--- src/rtl/gsm_time_pkg.sv ---
package gsm_time_pkg;
  localparam int T2_MOD = 26;
  localparam int T3_MOD = 51;
  localparam int T1_MOD = 2048;
  localparam int TC_MOD = 8;
  localparam int SF_LEN = T2_MOD * T3_MOD;
  localparam int HYPER  = SF_LEN * T1_MOD;

  localparam int FN_W = $clog2(HYPER);
  localparam int T1_W = $clog2(T1_MOD);
  localparam int T2_W = $clog2(T2_MOD);
  localparam int T3_W = $clog2(T3_MOD);
  localparam int TC_W = $clog2(TC_MOD);

  localparam logic [FN_W-1:0] FN_MAX = FN_W'(HYPER - 1);
  localparam logic [T1_W-1:0] T1_MAX = T1_W'(T1_MOD - 1);
  localparam logic [T2_W-1:0] T2_MAX = T2_W'(T2_MOD - 1);
  localparam logic [T3_W-1:0] T3_MAX = T3_W'(T3_MOD - 1);
  localparam logic [TC_W-1:0] TC_MAX = TC_W'(TC_MOD - 1);

  typedef struct packed {
    logic [FN_W-1:0] fn;
    logic [T1_W-1:0] t1;
    logic [T2_W-1:0] t2;
    logic [T3_W-1:0] t3;
    logic [TC_W-1:0] tc;
  } gsm_time_t;

  // single-frame advance; carries follow from T2/T3 wrapping together
  function automatic gsm_time_t time_step(input gsm_time_t t);
    gsm_time_t n;
    n    = t;
    n.fn = (t.fn == FN_MAX) ? '0 : t.fn + 1'b1;
    n.t2 = (t.t2 == T2_MAX) ? '0 : t.t2 + 1'b1;
    n.t3 = (t.t3 == T3_MAX) ? '0 : t.t3 + 1'b1;
    if (n.t3 == '0) begin
      n.tc = (t.tc == TC_MAX) ? '0 : t.tc + 1'b1;
      if (n.t2 == '0) n.t1 = (t.t1 == T1_MAX) ? '0 : t.t1 + 1'b1;
    end
    return n;
  endfunction
endpackage

--- src/rtl/gsm_seq_div.sv ---
module gsm_seq_div #(
  parameter int DW      = 22,
  parameter int RW      = 6,
  parameter int DIVISOR = 51
) (
  input  logic          clk_i,
  input  logic          rst_ni,
  input  logic          start_i,
  input  logic [DW-1:0] dividend_i,
  output logic [DW-1:0] quo_o,
  output logic [RW-1:0] rem_o,
  output logic          done_o
);
  localparam int CW = $clog2(DW + 1);
  localparam logic [RW:0]   DIV_C = (RW+1)'(DIVISOR);
  localparam logic [CW-1:0] CNT_INIT = CW'(DW);

  logic [DW-1:0] quo_q;
  logic [RW-1:0] rem_q;
  logic [CW-1:0] cnt_q;
  logic          run_q, done_q;
  logic [RW:0]   trial;
  logic          ge;

  // restoring division, one quotient bit per cycle
  assign trial = {rem_q, quo_q[DW-1]};
  assign ge    = (trial >= DIV_C);

  always_ff @(posedge clk_i or negedge rst_ni) begin
    if (!rst_ni) begin
      quo_q  <= '0;
      rem_q  <= '0;
      cnt_q  <= '0;
      run_q  <= 1'b0;
      done_q <= 1'b0;
    end else begin
      done_q <= 1'b0;
      if (start_i) begin
        quo_q <= dividend_i;
        rem_q <= '0;
        cnt_q <= CNT_INIT;
        run_q <= 1'b1;
      end else if (run_q) begin
        quo_q <= {quo_q[DW-2:0], ge};
        rem_q <= ge ? RW'(trial - DIV_C) : trial[RW-1:0];
        cnt_q <= cnt_q - 1'b1;
        if (cnt_q == CW'(1)) begin
          run_q  <= 1'b0;
          done_q <= 1'b1;
        end
      end
    end
  end

  assign quo_o  = quo_q;
  assign rem_o  = rem_q;
  assign done_o = done_q;


  rem_in_range_chk: assert property (@(posedge clk_i) disable iff (!rst_ni)
    done_q |-> (rem_q < RW'(DIVISOR)));


  done_after_run_chk: assert property (@(posedge clk_i) disable iff (!rst_ni)
    $rose(done_q) |-> $fell(run_q));
endmodule

--- src/rtl/gsm_time_recompute.sv ---
module gsm_time_recompute
  import gsm_time_pkg::*;
(
  input  logic            clk_i,
  input  logic            rst_ni,
  input  logic            start_i,
  input  logic [FN_W-1:0] fn_i,
  output logic            done_o,
  output gsm_time_t       time_o
);
  logic [FN_W-1:0] q51, q26;
  logic [T3_W-1:0] r51;
  logic [T2_W-1:0] r26;
  logic            done51, done26;
  logic [FN_W-1:0] fn_q;

  // FN = 51*q51 + r51 ; q51 = 26*T1 + r26
  gsm_seq_div #(.DW(FN_W), .RW(T3_W), .DIVISOR(T3_MOD)) div51_i (
    .clk_i, .rst_ni, .start_i, .dividend_i(fn_i),
    .quo_o(q51), .rem_o(r51), .done_o(done51)
  );

  gsm_seq_div #(.DW(FN_W), .RW(T2_W), .DIVISOR(T2_MOD)) div26_i (
    .clk_i, .rst_ni, .start_i(done51), .dividend_i(q51),
    .quo_o(q26), .rem_o(r26), .done_o(done26)
  );

  always_ff @(posedge clk_i or negedge rst_ni) begin
    if (!rst_ni)      fn_q <= '0;
    else if (start_i) fn_q <= fn_i;
  end

  // 51 = -1 mod 26, so FN mod 26 = (r51 - r26) mod 26
  logic [T3_W:0] t2_s0, t2_s1, t2_s2;
  localparam logic [T3_W:0] T2_C = (T3_W+1)'(T2_MOD);

  always_comb begin
    t2_s0 = (T3_W+1)'(r51) + T2_C - (T3_W+1)'(r26);
    t2_s1 = (t2_s0 >= T2_C) ? t2_s0 - T2_C : t2_s0;
    t2_s2 = (t2_s1 >= T2_C) ? t2_s1 - T2_C : t2_s1;
  end

  assign time_o.fn = fn_q;
  assign time_o.t1 = q26[T1_W-1:0];
  assign time_o.t2 = T2_W'(t2_s2);
  assign time_o.t3 = r51;
  assign time_o.tc = q51[TC_W-1:0];  // TC_MOD is a power of two
  assign done_o    = done26;


  t1_fits_chk: assert property (@(posedge clk_i) disable iff (!rst_ni)
    done26 |-> (q26[FN_W-1:T1_W] == '0));
endmodule

--- src/rtl/gsm_frame_timer.sv ---
module gsm_frame_timer
  import gsm_time_pkg::*;
(
  input  logic            clk_i,
  input  logic            rst_ni,
  input  logic            adv_i,
  input  logic            jump_i,
  input  logic [FN_W-1:0] jump_delta_i,
  output logic            busy_o,
  output logic [FN_W-1:0] cur_fn_o,
  output logic [T1_W-1:0] cur_t1_o,
  output logic [T2_W-1:0] cur_t2_o,
  output logic [T3_W-1:0] cur_t3_o,
  output logic [TC_W-1:0] cur_tc_o,
  output logic [FN_W-1:0] nxt_fn_o,
  output logic [T1_W-1:0] nxt_t1_o,
  output logic [T2_W-1:0] nxt_t2_o,
  output logic [T3_W-1:0] nxt_t3_o,
  output logic [TC_W-1:0] nxt_tc_o
);
  localparam logic [FN_W:0] HYP_C = (FN_W+1)'(HYPER);

  gsm_time_t cur_q, nxt_q, rc_time;
  logic      busy_q, rc_done, take_jump;
  logic [FN_W:0] sum0, sum1, sum2;

  assign take_jump = jump_i && !busy_q;

  // delta may exceed one hyperframe: reduce twice
  always_comb begin
    sum0 = {1'b0, cur_q.fn} + {1'b0, jump_delta_i};
    sum1 = (sum0 >= HYP_C) ? sum0 - HYP_C : sum0;
    sum2 = (sum1 >= HYP_C) ? sum1 - HYP_C : sum1;
  end

  gsm_time_recompute recomp_i (
    .clk_i, .rst_ni,
    .start_i(take_jump),
    .fn_i   (sum2[FN_W-1:0]),
    .done_o (rc_done),
    .time_o (rc_time)
  );

  always_ff @(posedge clk_i or negedge rst_ni) begin
    if (!rst_ni) begin
      cur_q  <= '0;
      nxt_q  <= time_step('0);
      busy_q <= 1'b0;
    end else if (take_jump) begin
      busy_q <= 1'b1;
    end else if (busy_q) begin
      if (rc_done) begin
        busy_q <= 1'b0;
        cur_q  <= rc_time;
        nxt_q  <= time_step(rc_time);
      end
    end else if (adv_i) begin
      cur_q <= nxt_q;
      nxt_q <= time_step(nxt_q);
    end
  end

  assign busy_o   = busy_q;
  assign cur_fn_o = cur_q.fn;
  assign cur_t1_o = cur_q.t1;
  assign cur_t2_o = cur_q.t2;
  assign cur_t3_o = cur_q.t3;
  assign cur_tc_o = cur_q.tc;
  assign nxt_fn_o = nxt_q.fn;
  assign nxt_t1_o = nxt_q.t1;
  assign nxt_t2_o = nxt_q.t2;
  assign nxt_t3_o = nxt_q.t3;
  assign nxt_tc_o = nxt_q.tc;


  next_is_succ_chk: assert property (@(posedge clk_i) disable iff (!rst_ni)
    !busy_q |-> (nxt_q.fn == ((cur_q.fn == FN_MAX) ? '0 : cur_q.fn + 1'b1)));


  t2_t3_match_chk: assert property (@(posedge clk_i) disable iff (!rst_ni)
    (cur_q.t2 == T2_W'(cur_q.fn % FN_W'(T2_MOD))) &&
    (cur_q.t3 == T3_W'(cur_q.fn % FN_W'(T3_MOD))));


  tc_match_chk: assert property (@(posedge clk_i) disable iff (!rst_ni)
    cur_q.tc == TC_W'(cur_q.fn / FN_W'(T3_MOD)));


  t1_match_chk: assert property (@(posedge clk_i) disable iff (!rst_ni)
    cur_q.t1 == T1_W'(cur_q.fn / FN_W'(SF_LEN)));


  hold_while_busy_chk: assert property (@(posedge clk_i) disable iff (!rst_ni)
    (busy_q && !rc_done) |=> ($stable(cur_q) && $stable(nxt_q) && busy_q));


  jump_wins_chk: assert property (@(posedge clk_i) disable iff (!rst_ni)
    (jump_i && adv_i && !busy_q) |=> (busy_q && $stable(cur_q)));


  idle_hold_chk: assert property (@(posedge clk_i) disable iff (!rst_ni)
    (!busy_q && !adv_i && !jump_i) |=> ($stable(cur_q) && $stable(nxt_q)));
endmodule

--- config.mk ---
export PLATFORM = sky130hd
export DESIGN_NAME = gsm_frame_timer
export DESIGN_NICKNAME = d
export VERILOG_FILES = /design/src/rtl/gsm_time_pkg.sv /design/src/rtl/gsm_seq_div.sv /design/src/rtl/gsm_time_recompute.sv /design/src/rtl/gsm_frame_timer.sv
export SDC_FILE = /design/constraint.sdc
export NUM_CORES = 1
export LEC_CHECK = 0
export ABC_AREA = 1
export BUFFER_PORTS_ARGS = -buffer_cell sky130_fd_sc_hd__clkbuf_2
export CORE_ASPECT_RATIO = 0.7
export CORE_MARGIN = 1
export CORE_UTILIZATION = 30
export DETAILED_ROUTE_END_ITERATION = 6
export GPL_TIMING_DRIVEN = 0
export MAX_ROUTING_LAYER = met4
export PLACE_DENSITY = 0.47
export SETUP_SLACK_MARGIN = 0.15
export SLEW_MARGIN = 20
export SYNTH_ARGS = -nofsm -noshare
export SYNTH_HDL_FRONTEND = slang
export SYNTH_SLANG_ARGS = --single-unit
--- constraint.sdc ---
create_clock -name clk_i -period 5.62 [get_ports clk_i]
set_input_delay 0.562 -clock clk_i [delete_from_list [all_inputs] [get_ports clk_i]]
set_output_delay 0.562 -clock clk_i [all_outputs]
set_load 0.01 [all_outputs]
==> impl_metrics.toml, run 1 <==
[drt]
drt-initial-drc-count = 1227
avgViaCountPerCell = 5.06
drcViolationCount = 0
drt-total-wl_um = 48700
wl_per_cell_um = 18.9
via_count = 13000
firstDrtPassIters = 5
ant_nets = 0

[setup_path]
critPathCaptureType = "flip-flop"
critPathRequiredTime_ps = 5980
arrival_ps = 5400
r2r-start = "recomp_i.div51_i.rem_o[1]"
r2r_slack_ps = 580
start_kind = "flip-flop"
rr_worst_depth = 26
r2r-end = "nxt_t1_o[0]"
cp_max_fo = 8
critPathKind = "flip-flop to flip-flop"

[clock_tree]
clk-insertion-delay-late_ps = 470
cts_hold_buf = 1
cts_sinks = 186
cts_buffer_depth = 2
clk_pin_slew_worst_paths_ps = 80
htreeDepth = 4
cts.repair.resized = 0
postCtsSetupBuffers = 0
numCtsBuffers = 17
root_buffer = "clkbuf_16"
cts_tree = "yes"

[place]
hpwlAfterDp_um = 38600
place.gp.congestion = 0.920
port_buffers = 120

[logic_synthesis]
synth_ff_type = "dfrtp_1"
yosysWarnings = 0
syn_area_mm2 = 0.0132
yosysTopAreaCell = "dfrtp_1"
synth_common_cells = "488 x nand2_1, 233 x inv_1, 208 x o21ai_0"
avgSynthCellArea_um2 = 7.16
synth_top_area_frac = 0.348
ys_seq_area_frac = 0.354
synthArstFlopShare = 1.00
syn_inst = 1838
synth_edf_count = 0
synth_cell_types = 61
synth.area.top_cells = "dfrtp_1 35%, nand2_1 14%, o21ai_0 7.9%, inv_1 6.6%, ha_1 5.5%"
syn-num-nets = 1924
ys_ff_latch = 186
synthMostInstantiatedCell = "nand2_1"

[timing]
finalCritPeriodShare = 0.897
grt_setup_unrepaired = "false"
clock_skew_ps = 22.2
drv_slew = 0
setup_viol_count_final = 0
period_needed_ps = 5040
slew_headroom = 0.418
fin_tns_setup_ps = 0
fmax_ghz = 0.198
hold_violations = 0
tightest_slew_ps = 871

[global_routing]
grt_overflow = 0
grt_max_degree = 84
grt_use_total = 0.227
antenna_found_initial = 0
grt_pass1_wl_um = 74400
grt_pass1_vias = 12300

[finish]
area_growth_pct = 15.2
final_layout_size_suffix_gt1_frac = 0.137
antenna_cells = 0
final_util = 0.354
final_nets = 2066

[hold_path]
min_from = "cur_t1_o[8]"
min_path_cells = 2
min_to = "cur_t1_o[8]"
min_path_type = "flip-flop to flip-flop"

[die]
rows = 63
io_pins = 121
die_y_um = 177
start_util = 0.307
die_w_um = 252
die-area_mm2 = 0.0447
coreArea_mm2 = 0.0428

[outcome]
status = "finished, final reports clean"

[run]
max_cap_violations = 0
## sequential cells by signal (all words and copies together), names as in the netlist, 3 cells and up
name	flops
cur_fn_o	22
nxt_fn_o	22
recomp_i.div26_i.quo_o	22
recomp_i.div51_i.quo_o	22
recomp_i.fn_q	22
cur_t1_o	11
nxt_t1_o	11
cur_t3_o	6
nxt_t3_o	6
recomp_i.div51_i.rem_o	6
cur_t2_o	5
nxt_t2_o	5
recomp_i.div26_i.cnt_q	5
recomp_i.div26_i.rem_o	5
recomp_i.div51_i.cnt_q	5
cur_tc_o	3
nxt_tc_o	3
## logic make-up after synthesis
| logic type | count (synthesis) | synth area share |
|---|---|---|
| flip-flops | 186 | 0.354 |
| XOR/XNOR | 42 | 0.0300 |
| AO/OA/AOI/OAI | 384 | 0.167 |
| AND/OR/NAND/NOR | 857 | 0.299 |
| adder cells (fa/ha/maj) | 60 | 0.0582 |
| buffers and inverters | 309 | 0.0915 |
## placed cells by master (no fill, tap or decap), types with 34 or more instances in the layout
master / netlist / final
o21ai_0: 208 / 208
clkbuf_1: 42 / 43
nor2_1: 96 / 96
ha_1: 58 / 58
nand2_1: 488 / 488
clkbuf_2: 0 / 119
xor2_1: 34 / 34
dfrtp_1: 183 / 183
a21oi_1: 74 / 74
inv_1: 233 / 233
nand4_1: 35 / 35
nand3_1: 102 / 102
nand2_2: 35 / 35
## layout make-up
| class | instances | area, um2 |
|---|---|---|
| clock buffer | 20 | 457 |
| tap | 585 | 732 |
| inverter | 255 | 960 |
| multi-input combinational | 1343 | 7300 |
| clock inverter | 12 | 138 |
| fill | 4671 | 27600 |
| buffer | 54 | 244 |
| sequential | 186 | 4660 |
| timing repair buffer | 123 | 674 |
## critical path, cell delays in order (launching register included)
cell	delay, ps
dfrtp_1	460
inv_1	270
ha_1	280
inv_1	70
ha_1	170
inv_1	50
fa_1	580
ha_1	210
inv_1	70
a21oi_1	110
inv_1	60
nand2_2	120
nand3_4	120
o21ai_2	310
nand3_4	140
nand2_2	100
nand2_1	50
nand2_1	130
ha_1	210
nand2_1	80
o21ai_1	160
nand3_2	270
nand3_2	300
nand2_1	100
nand2_1	230
nand2_1	110
a22oi_1	150
## metrics by stage
stage                     instance area [um2]  hold WS [ps]  instances  setup WS, ps
after global placement                  14500           467       2543          95.5
after floorplan                         13200           266       1838          1670
after CTS                               15200           491       2578           668
final                                   15200           484       2578           582
after global routing                    15200           518       2578           205
after detailed placement                14600           458       2545           717
## per-layer routing
metal,routed length (um),global-route usage,vias to the layer above
li1,-,-,6366
met1,25600,0.345,6217
met2,19200,0.304,409
met3,2970,0.0407,42
met4,855,0.0563,0
met5,0,-,-
## worst max-delay path by stage
| stage | from | endpoint | slack [ps] | depth (start not counted) |
|---|---|---|---|---|
| after detailed placement | recomp_i.div51_i.rem_o[1] | nxt_t1_o[0] | 720 | 26 |
| after floorplan | recomp_i.div51_i.rem_o[1] | nxt_t1_o[9] | 1670 | 31 |
| after CTS | recomp_i.div51_i.rem_o[1] | nxt_t1_o[0] | 670 | 26 |
| final | recomp_i.div51_i.rem_o[1] | nxt_t1_o[0] | 580 | 26 |
| after global placement | rst_ni | nxt_fn_o[6] | 100 | 1 |
| after global routing | recomp_i.div51_i.rem_o[1] | nxt_t1_o[0] | 210 | 28 |
Power of run 1 is left out: the tool's default activity adds up to more than one toggle a clock period on the data nets, which glitch-free logic cannot reach.
==> run 2, diff against run 1 <==
--- a/config.mk
+++ b/config.mk
@@ -13,7 +13,7 @@
 export DETAILED_ROUTE_END_ITERATION = 6
 export GPL_TIMING_DRIVEN = 0
 export MAX_ROUTING_LAYER = met4
-export PLACE_DENSITY = 0.47
+export PLACE_DENSITY = 0.49
 export SETUP_SLACK_MARGIN = 0.15
 export SLEW_MARGIN = 20
 export SYNTH_ARGS = -nofsm -noshare
==> constraint.sdc (replaced) <==
create_clock -name clk_i -period 4.5 [get_ports clk_i]
set_input_delay 0.45 -clock clk_i [delete_from_list [all_inputs] [get_ports clk_i]]
set_output_delay 0.45 -clock clk_i [all_outputs]
set_load 0.01 [all_outputs]
==> run 2 against run 1 <==
Critical path depth rose by 2; clock-buffer cell count fell by 3; via count rose by 1.6%; design area rose by 4.3%; die area did not move; register-to-register slack got worse by 320 ps; routed wire length fell by 0.10%; sequential share of layout area fell by 1.2 points; worst hold slack improved by 2.0 ps; global-route usage fell by 0.078 points; critical path type unchanged; largest cell class unchanged.
==> impl_metrics.toml, run 2 (synthesis results as in run 1) <==
[timing]
grt_setup_unrepaired = "true"
setup_viol_count_final = 0
fin_tns_setup_ps = 0
drv_slew = 0
tightest_slew_ps = 950
slew_headroom = 0.367
period_needed_ps = 4240
hold_violations = 0
clock_skew_ps = 13.0
fmax_ghz = 0.236
finalCritPeriodShare = 0.942
fin_ws_ps = 261

[die]
start_util = 0.307
rows = 63
die_y_um = 177
die_w_um = 252
io_pins = 121
die-area_mm2 = 0.0447
coreArea_mm2 = 0.0428

[drt]
firstDrtPassIters = 6
drcViolationCount = 0
avgViaCountPerCell = 5.10
wl_per_cell_um = 18.7
ant_nets = 0
drt-initial-drc-count = 1161
via_count = 13200
drt-total-wl_um = 48600

[setup_path]
slowest_stage = "fa_2"
start_kind = "flip-flop"
arrival_ps = 4580
critPathRequiredTime_ps = 4840
worst_path_most_repeated_cell = "nand3_4"
critPathCaptureType = "flip-flop"
critPathKind = "flip-flop to flip-flop"
cp_max_fo = 8
critical-path-max-stage-delay_ps = 490

[clock_tree]
clk-insertion-delay-late_ps = 460
cts_sinks = 186
htreeDepth = 4
clk_pin_slew_worst_paths_ps = 70
numCtsBuffers = 17
cts_buffer_depth = 2
root_buffer = "clkbuf_16"
cts_tree = "yes"

[global_routing]
antenna_found_initial = 0
grt_use_total = 0.227
grt_pass1_vias = 12400
grt_overflow = 0
grt_max_degree = 85
grt_pass1_wl_um = 74800

[outcome]
status = "finished, final reports clean"

[finish]
final_nets = 2088
final_util = 0.369
area_growth_pct = 20.2
final_layout_size_suffix_gt1_frac = 0.183
final_cell_mix = "462 x nand2_1, 227 x inv_1, 207 x o21ai_0, 180 x dfrtp_1, 119 x clkbuf_2"
antenna_cells = 0
layout_commonest_cell = "nand2_1"

[place]
port_buffers = 120
hpwlAfterDp_um = 37900
place_ws_ps = -368
place.gp.congestion = 0.926

[run]
max_cap_violations = 0

[hold_path]
min_path_type = "flip-flop to flip-flop"
## run 2: through the flow
step / hold WS [ps] / cells / area (um2)
floorplan: 154 / 1838 / 13200
global placement: 464 / 2543 / 14500
detailed placement: 451 / 2545 / 14600
CTS: 493 / 2586 / 15400
global route: 500 / 2599 / 15800
finish: 486 / 2599 / 15800
## run 2: what timing repair did
item,4_1_cts,5_1_grt
hold buffers,1,0
pin swaps,8,42
buffers inserted,8,13
endpoints found under the hold margin,47,0
endpoints found under the setup margin,12,26
cloned,1,0
gates resized for setup,35,80
## run 2: final cells by class
type | count | area (um2)
Fill cell | 4575 | 27000
Tap cell | 585 | 732
Inverter | 255 | 965
Timing Repair Buffer | 145 | 875
Multi-Input combinational cell | 1343 | 7710
Clock inverter | 14 | 194
Sequential cell | 186 | 4660
Clock buffer | 17 | 425
Buffer | 54 | 248
## run 2: critical path, delay by kind of cell (launching register included)
kind	cells	cell delay, ps
and+or+nand+nor	14	1650
adders and majority gates	5	1200
buffers and inverters	6	420
AOI/OAI and AO/OA	3	450
DFF	1	380
## run 2: routing by layer
metal  up-vias  track usage  wire, um
met5         -            -         0
met4         0       0.0414       519
met3        36       0.0296      2590
met2       379        0.311     19800
met1      6408        0.349     25700
li1       6420            -         -
## run 2: final timing paths
kind | from | endpoint | slack, ps | cells after the start
worst max-delay path | recomp_i.div51_i.rem_o[1] | nxt_t1_o[4] | 260 | 28
worst min-delay path | cur_t1_o[3] | cur_t1_o[3] | 490 | 2
min in group asynchronous | rst_ni | recomp_i.div51_i.cnt_q[4] | 550 | 2
worst max register to register | recomp_i.div51_i.rem_o[1] | nxt_t1_o[4] | 260 | 28
worst min register to register | cur_t1_o[3] | cur_t1_o[3] | 490 | 2
max in group asynchronous | rst_ni | nxt_t3_o[0] | 3130 | 3
Power of run 2 is left out for the same reason.
==> run 3, diff against run 2 <==
--- a/config.mk
+++ b/config.mk
@@ -13,9 +13,10 @@
 export DETAILED_ROUTE_END_ITERATION = 6
 export GPL_TIMING_DRIVEN = 0
 export MAX_ROUTING_LAYER = met4
-export PLACE_DENSITY = 0.49
+export PLACE_DENSITY = 0.48
 export SETUP_SLACK_MARGIN = 0.15
 export SLEW_MARGIN = 20
 export SYNTH_ARGS = -nofsm -noshare
 export SYNTH_HDL_FRONTEND = slang
+export SYNTH_HIERARCHICAL = 1
 export SYNTH_SLANG_ARGS = --single-unit
==> run 3 against run 2 <==
The run now ends with setup timing left; register-to-register slack lost 610 ps; sequential share of layout area shrank 1.6 points; flip-flop and latch count is the same; design area grew 5.9%; critical path depth grew 3; synthesized area grew 5.7%; critical path type unchanged; critical endpoint is now nxt_t1_o[6].
==> impl_metrics.toml, run 3 <==
[drt]
drt-total-wl_um = 48000
wl_per_cell_um = 17.2
drcViolationCount = 0
drt-initial-drc-count = 1131
ant_nets = 0
firstDrtPassIters = 5
avgViaCountPerCell = 4.94
via_count = 13800

[die]
io_pins = 121
die_w_um = 259
rows = 65
coreArea_mm2 = 0.0454
die_y_um = 182
die-area_mm2 = 0.0473
start_util = 0.307

[finish]
antenna_cells = 0
final_layout_size_suffix_gt1_frac = 0.201
area_growth_pct = 20.3
fin_area_mm2 = 0.0167
final_cell_mix = "597 x nand2_1, 278 x inv_1, 177 x dfrtp_1, 156 x o21ai_0, 119 x clkbuf_2"
nFillCells = 4784
final_util = 0.369
final_nets = 2262
layout_commonest_cell = "nand2_1"

[logic_synthesis]
yosysWarnings = 6
ys_ff_latch = 186
ys_seq_area_frac = 0.335
avgSynthCellArea_um2 = 6.99
yosysTopAreaCell = "dfrtp_1"
syn_area_mm2 = 0.0139
synth_edf_count = 0
synth_top_area_frac = 0.329
syn_inst = 1989
syn-num-nets = 2075
synthMostInstantiatedCell = "nand2_1"
synthArstFlopShare = 1.00
synth_ff_type = "dfrtp_1"
synth_cell_types = 65
synth.area.top_cells = "dfrtp_1 33%, nand2_1 16%, inv_1 7.7%, o21ai_0 6.2%, ha_1 5.2%"
synth_common_cells = "608 x nand2_1, 286 x inv_1, 183 x dfrtp_1"

[timing]
grt_setup_unrepaired = "true"
finalCritPeriodShare = 1.08
hold_violations = 0
fin_ws_ps = -347
clock_skew_ps = 17.4
tightest_slew_ps = 905
fmax_ghz = 0.206
slew_headroom = 0.397
setup_viol_count_final = 13
period_needed_ps = 4850
drv_slew = 0

[setup_path]
arrival_ps = 5230
critPathKind = "flip-flop to flip-flop"
r2r-start = "recomp_i/div26_i/rem_o[1]"
cp_max_fo = 6
r2r_slack_ps = -350
startpoint = "recomp_i/div26_i/rem_o[1]"
critPathCaptureType = "flip-flop"
critical-path-max-stage-delay_ps = 580
critPathRequiredTime_ps = 4880
slowest_stage = "fa_1"
start_kind = "flip-flop"

[place]
place.gp.congestion = 0.968
port_buffers = 120
hpwlAfterDp_um = 37900
placed_area_mm2 = 0.0155

[global_routing]
grt_use_total = 0.210
grt_pass1_vias = 12800
grt_max_degree = 77
grt_pass1_wl_um = 74300
antenna_found_initial = 0
grt_overflow = 0

[run]
max_cap_violations = 0

[clock_tree]
cts_buffer_depth = 2
root_buffer = "clkbuf_16"
cts_tree = "yes"
clk_pin_slew_worst_paths_ps = 80
numCtsBuffers = 17
cts_sinks = 186
htreeDepth = 4
clk-insertion-delay-late_ps = 460

[outcome]
violations = "setup timing"
status = "complete, but fails checks"

[hold_path]
min_from = "jump_i"
min_path_type = "input port to flip-flop"
==> run 3: changes by cell type after synthesis, sizes merged, moves of 13 or more <==
cell / before / now
mux2: 0 / 22
inv: 250 / 312
xor2: 34 / 13
buf: 12 / 25
nand2: 536 / 658
o21ai: 220 / 181
a21oi: 78 / 60
==> run 3: critical path, delay by kind of cell (launching register included) <==
| kind | cells | cell delay, ps |
|---|---|---|
| compound gates | 3 | 380 |
| xor+xnor | 1 | 240 |
| simple gates | 17 | 1920 |
| fa+ha+maj | 5 | 1340 |
| buf+inv | 5 | 460 |
| flops | 1 | 410 |
==> run 3: area by class of cell <==
class                           count  area [um2]  share of cell area
Buffer                             55         298              0.0178
Multi-Input combinational cell   1433        8130               0.486
Timing Repair Buffer              168        1070              0.0638
Tap cell                          603         754              0.0451
Clock inverter                     14         180              0.0108
Inverter                          315        1200              0.0719
Sequential cell                   186        4670               0.279
Clock buffer                       18         439              0.0262
==> run 3: per-stage QoR <==
step           std cells  setup WS [ps]  hold slack (ps)  TNS [ps]
6_report            2792           -347              321     -3120
5_1_grt             2792           -562              347     -6190
4_1_cts             2778           -182              320     -1160
3_5_place_dp        2714           -946              428     -8100
3_3_place_gp        2712          -1260              463   -155570
2_1_floorplan       1989           58.7              154         0
==> run 3: repair_timing <==
| action | CTS | global route |
|---|---|---|
| hold buffers | 1 | 0 |
| setup buffers | 31 | 14 |
| pin swaps | 18 | 23 |
| resized for setup | 56 | 30 |
| endpoints found under the hold margin | 42 | 0 |
| endpoints found under the setup margin | 11 | 32 |
==> run 3: cell families (layout without fill, tap and decap cells) <==
logic type,count (synthesis),after routing,synth area share
AO/OA/AOI/OAI,335,335,0.147
buffers and inverters,370,570,0.107
adder cells (fa/ha/maj),60,60,0.0550
multiplexers,22,22,0.0178
XOR/XNOR,19,19,0.0120
AND/OR/NAND/NOR,997,997,0.326
flip-flops,186,186,0.335
==> run 3: path summary, 6_finish.rpt <==
kind | endpoint | cells after the start
worst max-delay path | nxt_t1_o[6] | 31
worst min-delay path | busy_o | 3
worst max register to register | nxt_t1_o[6] | 31
worst min register to register | recomp_i/div51_i/cnt_q[4] | 1
max in group asynchronous | recomp_i/div51_i/rem_o[0] | 3
min in group asynchronous | nxt_fn_o[18] | 2
==> run 3: routing by layer <==
layer / track usage / vias to the layer above / wire length (um)
met2: 0.293 / 353 / 19900
li1: - / 6874 / -
met5: - / - / 0
met1: 0.314 / 6534 / 24600
met3: 0.0281 / 41 / 2790
met4: 0.0499 / 0 / 682
Power of run 3 is left out for the same reason.
